### src/rtl/ptr_pkg.sv
package ptr_pkg;
  localparam int PTR_N = 3;
  localparam int SEL_W = 4;
  localparam int PTR_Z = 2;
  localparam int SEL_PAGE0 = 6;
  localparam int SEL_EXT = 9;

  typedef enum logic [1:0] {AM_PLAIN = 2'd0, AM_POSTINC = 2'd1, AM_PREDEC = 2'd2, AM_SPARE = 2'd3} accMode_e;

  typedef struct packed {
    logic useZ;
    logic memRd;
    logic memWr;
    logic capture;
    logic isXchg;
  } ptrStrobe_t;
endpackage

### src/rtl/ptr_ctrl.sv
module ptr_ctrl
  import ptr_pkg::*;
(
  input  logic       clk,
  input  logic       rstN,
  input  logic       rmwStart,
  input  logic       rmwOp,
  output ptrStrobe_t strb
);
  typedef enum logic [1:0] {ST_IDLE, ST_READ, ST_WRITE} rmwState_e;
  rmwState_e stateQ;
  logic      opQ;
  logic      startOk;

  assign startOk = (stateQ == ST_IDLE) && rmwStart;

  always_ff @(posedge clk) begin
    if (!rstN) begin
      stateQ <= ST_IDLE;
      opQ    <= 1'b0;
    end else begin
      unique case (stateQ)
        ST_IDLE:  if (rmwStart) stateQ <= ST_READ;
        ST_READ:  stateQ <= ST_WRITE;
        default:  stateQ <= ST_IDLE;
      endcase
      if (startOk) opQ <= rmwOp;
    end
  end

  always_comb begin
    strb.useZ    = (stateQ != ST_IDLE);
    strb.memRd   = (stateQ == ST_READ);
    strb.memWr   = (stateQ == ST_WRITE);
    strb.capture = startOk;
    strb.isXchg  = opQ;
  end
endmodule

### src/rtl/ptr_dpath.sv
module ptr_dpath
  import ptr_pkg::*;
#(
  parameter int BYTE_W = 8
) (
  input  logic                clk,
  input  logic                rstN,
  input  ptrStrobe_t          strb,
  input  logic                wrEn,
  input  logic [SEL_W-1:0]    wrSel,
  input  logic [BYTE_W-1:0]   wrData,
  input  logic [SEL_W-1:0]    rdSel,
  output logic [BYTE_W-1:0]   rdData,
  input  logic                accEn,
  input  logic [1:0]          accPtr,
  input  logic [1:0]          accMode,
  output logic [3*BYTE_W-1:0] memAddr,
  input  logic                jmpExt,
  output logic [3*BYTE_W-1:0] jmpTarget,
  input  logic [BYTE_W-1:0]   rmwReg,
  input  logic [BYTE_W-1:0]   memRdata,
  output logic [BYTE_W-1:0]   memWdata,
  output logic [BYTE_W-1:0]   xchgData
);
  localparam int ADDR_W = 3 * BYTE_W;
  localparam int LO_W   = 2 * BYTE_W;

  logic [ADDR_W-1:0] ptrQ   [PTR_N];
  logic [ADDR_W-1:0] ptrNxt [PTR_N];
  logic [BYTE_W-1:0] extQ;
  logic [BYTE_W-1:0] operandQ;
  logic [ADDR_W-1:0] selPtr;

  for (genvar p = 0; p < PTR_N; p++) begin : g_ptr
    logic hitMod;
    assign hitMod = accEn && !strb.useZ && (accPtr == 2'(p)) &&
                    ((accMode == AM_POSTINC) || (accMode == AM_PREDEC));
    always_comb begin
      ptrNxt[p] = ptrQ[p];
      if (hitMod) ptrNxt[p] = (accMode == AM_POSTINC) ? ptrQ[p] + 1'b1 : ptrQ[p] - 1'b1;
      if (wrEn) begin
        if (wrSel == SEL_W'(2 * p))         ptrNxt[p][BYTE_W-1:0]      = wrData;
        if (wrSel == SEL_W'(2 * p + 1))     ptrNxt[p][LO_W-1:BYTE_W]   = wrData;
        if (wrSel == SEL_W'(SEL_PAGE0 + p)) ptrNxt[p][ADDR_W-1:LO_W]   = wrData;
      end
    end
  end

  always_ff @(posedge clk) begin
    if (!rstN) begin
      for (int p = 0; p < PTR_N; p++) ptrQ[p] <= '0;
      extQ     <= '0;
      operandQ <= '0;
    end else begin
      for (int p = 0; p < PTR_N; p++) ptrQ[p] <= ptrNxt[p];
      if (wrEn && (wrSel == SEL_W'(SEL_EXT))) extQ <= wrData;
      if (strb.capture) operandQ <= rmwReg;
    end
  end

  always_comb begin
    rdData = '0;
    for (int p = 0; p < PTR_N; p++) begin
      if (rdSel == SEL_W'(2 * p))         rdData = ptrQ[p][BYTE_W-1:0];
      if (rdSel == SEL_W'(2 * p + 1))     rdData = ptrQ[p][LO_W-1:BYTE_W];
      if (rdSel == SEL_W'(SEL_PAGE0 + p)) rdData = ptrQ[p][ADDR_W-1:LO_W];
    end
    if (rdSel == SEL_W'(SEL_EXT)) rdData = extQ;
  end

  always_comb begin
    selPtr = '0;
    for (int p = 0; p < PTR_N; p++)
      if (accPtr == 2'(p)) selPtr = ptrQ[p];
    if (strb.useZ)                  memAddr = ptrQ[PTR_Z];
    else if (accMode == AM_PREDEC)  memAddr = selPtr - 1'b1;
    else                            memAddr = selPtr;
  end

  assign jmpTarget = {(jmpExt ? extQ : {BYTE_W{1'b0}}), ptrQ[PTR_Z][LO_W-1:0]};
  assign memWdata  = strb.isXchg ? operandQ : (memRdata & ~operandQ);
  assign xchgData  = memRdata;
endmodule

### src/rtl/ptr_unit.sv
module ptr_unit
  import ptr_pkg::*;
#(
  parameter int BYTE_W = 8
) (
  input  logic                clk,
  input  logic                rstN,
  input  logic                wrEn,
  input  logic [3:0]          wrSel,
  input  logic [BYTE_W-1:0]   wrData,
  input  logic [3:0]          rdSel,
  output logic [BYTE_W-1:0]   rdData,
  input  logic                accEn,
  input  logic [1:0]          accPtr,
  input  logic [1:0]          accMode,
  output logic [3*BYTE_W-1:0] memAddr,
  input  logic                jmpExt,
  output logic [3*BYTE_W-1:0] jmpTarget,
  input  logic                rmwStart,
  input  logic                rmwOp,
  input  logic [BYTE_W-1:0]   rmwReg,
  input  logic [BYTE_W-1:0]   memRdata,
  output logic                busy,
  output logic                memRd,
  output logic                memWr,
  output logic [BYTE_W-1:0]   memWdata,
  output logic [BYTE_W-1:0]   xchgData,
  output logic                xchgWe
);
  ptrStrobe_t strb;

  ptr_ctrl u_ctrl (
    .clk(clk), .rstN(rstN), .rmwStart(rmwStart), .rmwOp(rmwOp), .strb(strb)
  );

  ptr_dpath #(.BYTE_W(BYTE_W)) u_dpath (
    .clk(clk), .rstN(rstN), .strb(strb),
    .wrEn(wrEn), .wrSel(wrSel), .wrData(wrData),
    .rdSel(rdSel), .rdData(rdData),
    .accEn(accEn), .accPtr(accPtr), .accMode(accMode), .memAddr(memAddr),
    .jmpExt(jmpExt), .jmpTarget(jmpTarget),
    .rmwReg(rmwReg), .memRdata(memRdata), .memWdata(memWdata), .xchgData(xchgData)
  );

  assign busy   = strb.useZ;
  assign memRd  = strb.memRd;
  assign memWr  = strb.memWr;
  assign xchgWe = strb.memWr && strb.isXchg;
endmodule

### config.mk
export PLATFORM = sky130hd
export DESIGN_NAME = ptr_unit
export DESIGN_NICKNAME = d
export VERILOG_FILES = /design/src/rtl/ptr_pkg.sv /design/src/rtl/ptr_ctrl.sv /design/src/rtl/ptr_dpath.sv /design/src/rtl/ptr_unit.sv
export SDC_FILE = /design/constraint.sdc
export NUM_CORES = 1
export LEC_CHECK = 0
export BUFFER_PORTS_ARGS = -buffer_cell sky130_fd_sc_hd__buf_2
export CORE_MARGIN = 3
export CORE_UTILIZATION = 45
export CTS_CLUSTER_SIZE = 16
export DETAILED_ROUTE_END_ITERATION = 8
export PLACE_DENSITY = 0.67
export SLEW_MARGIN = 20
export SYNTH_ARGS = -nofsm -noshare
export SYNTH_HDL_FRONTEND = slang
export SYNTH_SLANG_ARGS = --single-unit
### constraint.sdc
create_clock -name clk -period 10.1 [get_ports clk]
set_input_delay 0 -clock clk [delete_from_list [all_inputs] [get_ports clk]]
set_output_delay 0 -clock clk [all_outputs]
set_load 0.1 [all_outputs]
==> results.py <==
metrics = {
    "run_status": {
        "status": "finished clean",
    },
    "global_route": {
        "grt_pass1_vias": 8951,
        "overflow": 0,
        "antenna_found_initial": 1,
        "grt_max_degree": 60,
        "grt_pass1_wl_mm": 49.5,
        "gr-usage-all-layers": 0.263,
    },
    "sta": {
        "hold_viol": 0,
        "max_freq_mhz": 253,
        "setup_viol": 0,
        "max_slew_margin": 0.372,
        "fin_crit_ns": 3.95,
        "fin_skew_ns": 0.00586,
        "setup-tns-final_ns": 0,
        "fin_crit_sh": 0.391,
        "drv_slew": 0,
        "grt_setup_unrepaired": "no",
        "holdWs_ns": 0.0885,
        "tightest_slew_ns": 0.941,
        "final.setup.worst_slack_ns": 6.15,
    },
    "final_layout": {
        "fin_util": 0.508,
        "fin_nets": 1499,
        "stdcell_count": 1651,
        "layout_commonest_cell": "nand2_1",
        "final_cell_mix": "nand2_1, nor2_1, buf_2",
        "synthToLayoutAreaGrowth_pct": 9.20,
        "final_area_sq_um": 10500,
        "layout-drive-gt1-share": 0.123,
    },
    "drt": {
        "drc": 0,
        "dr.pass1.iters": 7,
        "wl_per_cell_um": 19.2,
        "drt-vias-per-instance": 6.07,
        "antenna_left": 0,
        "routed_wl_mm": 31.8,
        "drt_iter0_markers": 668,
        "routed-via-count": 10000,
    },
    "worst_setup_path": {
        "worstPathRequired_ns": 10.34,
        "cp_cell_sequence": "buf_2, inv_1, ha_1, inv_2, buf_4, ha_1, o21ai_0, nor4_1, or2_1, o311a_1, a221o_1, a31oi_4, nor2b_1, and2_0, o311a_1",
        "crit_fanout": 53,
        "slowest_delay_ns": 0.65,
        "path_buf_inv": 4,
        "end_kind": "register",
        "cpMaxStageDelayCell": "buf_4",
        "startpoint_type": "primary input",
        "crit_path_start": "accMode[1]",
        "r2r-start": "u_dpath.ptrQ[0][49]",
        "crit_type": "primary input to register",
        "path_delay_family": "compound AO/OA/AOI/OAI gates",
        "arrival_ns": 4.19,
    },
    "placement": {
        "io_buffers": 118,
        "gp_congestion": 0.929,
        "dp.cells": 1625,
        "placed_area_sq_um": 10100,
        "dp_hpwl_mm": 23.1,
        "pre_cts_slack_ns": 5.87,
    },
    "clock_network": {
        "clock_latency_ns": 0.36,
        "cts_tree": "done",
        "clockBufferDepth": 2,
        "numCtsBuffers": 9,
        "cts_setup_buffers": 0,
        "cts_root_buf": "clkbuf_16",
        "htree_num_levels": 3,
        "clock_sinks": 91,
        "clkTransAtPathRegs_ns": 0.07,
    },
    "hold_path": {
        "hp-class": "primary input to register",
        "min_from": "wrData[0]",
    },
    "power": {
        "p_leak_nw": 4.45,
        "ir_drop_mv": 0.0750,
        "power_mw": 1.35,
        "powerDensity_nw_per_um2": 129,
    },
    "die": {
        "start_util": 0.465,
        "coreArea_sq_um": 20600,
        "die_x_um": 152,
        "io_pins": 119,
        "dieArea_sq_um": 23100,
        "die_h_um": 152,
        "rows": 52,
    },
    "synth": {
        "async_flop_share": 0,
        "ys_ff_latch": 91,
        "seq_area_frac_synth": 0.190,
        "syn_nets": 1454,
        "synthSimpleGateAreaFrac": 0.221,
        "synth_flop_cell": "dfxtp_1",
        "synth_area_per_cell_sq_um": 7.20,
        "yosys.area_share.adder": 0.108,
        "synth_warnings": 0,
        "synthDistinctLibCells": 80,
        "synth-compound-area-share": 0.284,
        "syn_area_sq_um": 9570,
        "synth_xor_area_frac": 0.0705,
        "synth_top_family_by_area": "compound AO/OA/AOI/OAI gates",
        "synthMuxAreaShare": 0.0654,
        "synth_top_area_frac": 0.190,
        "synth-edff-count": 0,
        "ys_top_cells_by_area": "dfxtp_1, ha_1, nand2_1, o21ai_0, a21oi_1",
        "synth_top_area_cell": "dfxtp_1",
        "synthCells": 1330,
    },
    "job": {
        "max-cap-violations": 0,
    },
}
-- final timing paths --
check	endpoint	slack, ns	cells after the start
hold reg to reg	u_dpath.operandQ[0]	0.47	2
setup reg to reg	u_dpath.ptrQ[0][71]	6.93	10
hold / removal	u_dpath.ptrQ[0][48]	0.09	3
setup / recovery	u_dpath.ptrQ[0][21]	6.15	15
-- logic make-up (layout without fill, tap and decap cells) --
logic type	Yosys count	in the layout
AND/OR/NAND/NOR	474	474
AO/OA/AOI/OAI	424	424
buffers and inverters	125	175
flip-flops	91	91
adder cells (fa/ha/maj)	81	81
XOR/XNOR	77	77
multiplexers	58	58
other	0	1
-- worst reg2reg max path, stage by stage, from the launching register on --
cell and delay (ns):
dfxtp_1 0.55, ha_1 0.32, a211oi_1 0.30, o211ai_1 0.18, a31o_2 0.28, a211oi_1 0.32, o31a_1 0.36, nor3_1 0.10
nor3_1 0.33, xor2_1 0.13, a211oi_1 0.24
-- per-layer routing --
layer / part of all wire / GRT usage / up-vias
met5: 0 / 0 / -
met4: 0.029 / 0.0796 / 0
met3: 0.084 / 0.0481 / 64
met2: 0.44 / 0.414 / 386
met1: 0.44 / 0.366 / 4677
li1: - / - / 4887
-- synth_stat cells (24+ instances only) --
master    count
o21ai_0     117
a21oi_1     109
mux2i_1      49
xor2_1       27
dfxtp_1      91
a21o_1       24
xnor2_1      50
nand2_1     217
nand3_1      31
buf_4        25
nor2_1      125
clkbuf_1     64
ha_1         78
-- state kept, by name (all words and copies together) (netlist names) --
| register | cells |
|---|---|
| u_dpath.ptrQ | 72 |
| u_ctrl.opQ | 1 |
| u_dpath.extQ | 8 |
| u_ctrl.stateQ | 2 |
| u_dpath.operandQ | 8 |
-- cell type report --
type | count | area [sq um]
fill | 2071 | 10100
multi-input combinational | 1114 | 7170
sequential | 91 | 1820
timing repair buffer | 137 | 756
tap | 270 | 338
clock buffer | 9 | 225
inverter | 22 | 82.6
clock inverter | 7 | 51.3
antenna | 1 | 2.50
-- what timing repair did --
item                                   4_1_cts  5_1_grt
hold buffers                                 9        0
endpoints found under the hold margin        9        0
gates resized for setup                      0        0
-- power breakdown --
part / leakage (nW) / internal (mW) / total [mW] / switching, mW
clock: 0.132 / 0.168 / 0.330 / 0.161
sequential: 0.740 / 0.377 / 0.408 / 0.0312
combinational: 3.58 / 0.183 / 0.612 / 0.428
total: 4.45 / 0.728 / 1.35 / 0.621
Note: power is estimated with default switching activity, not from simulation.
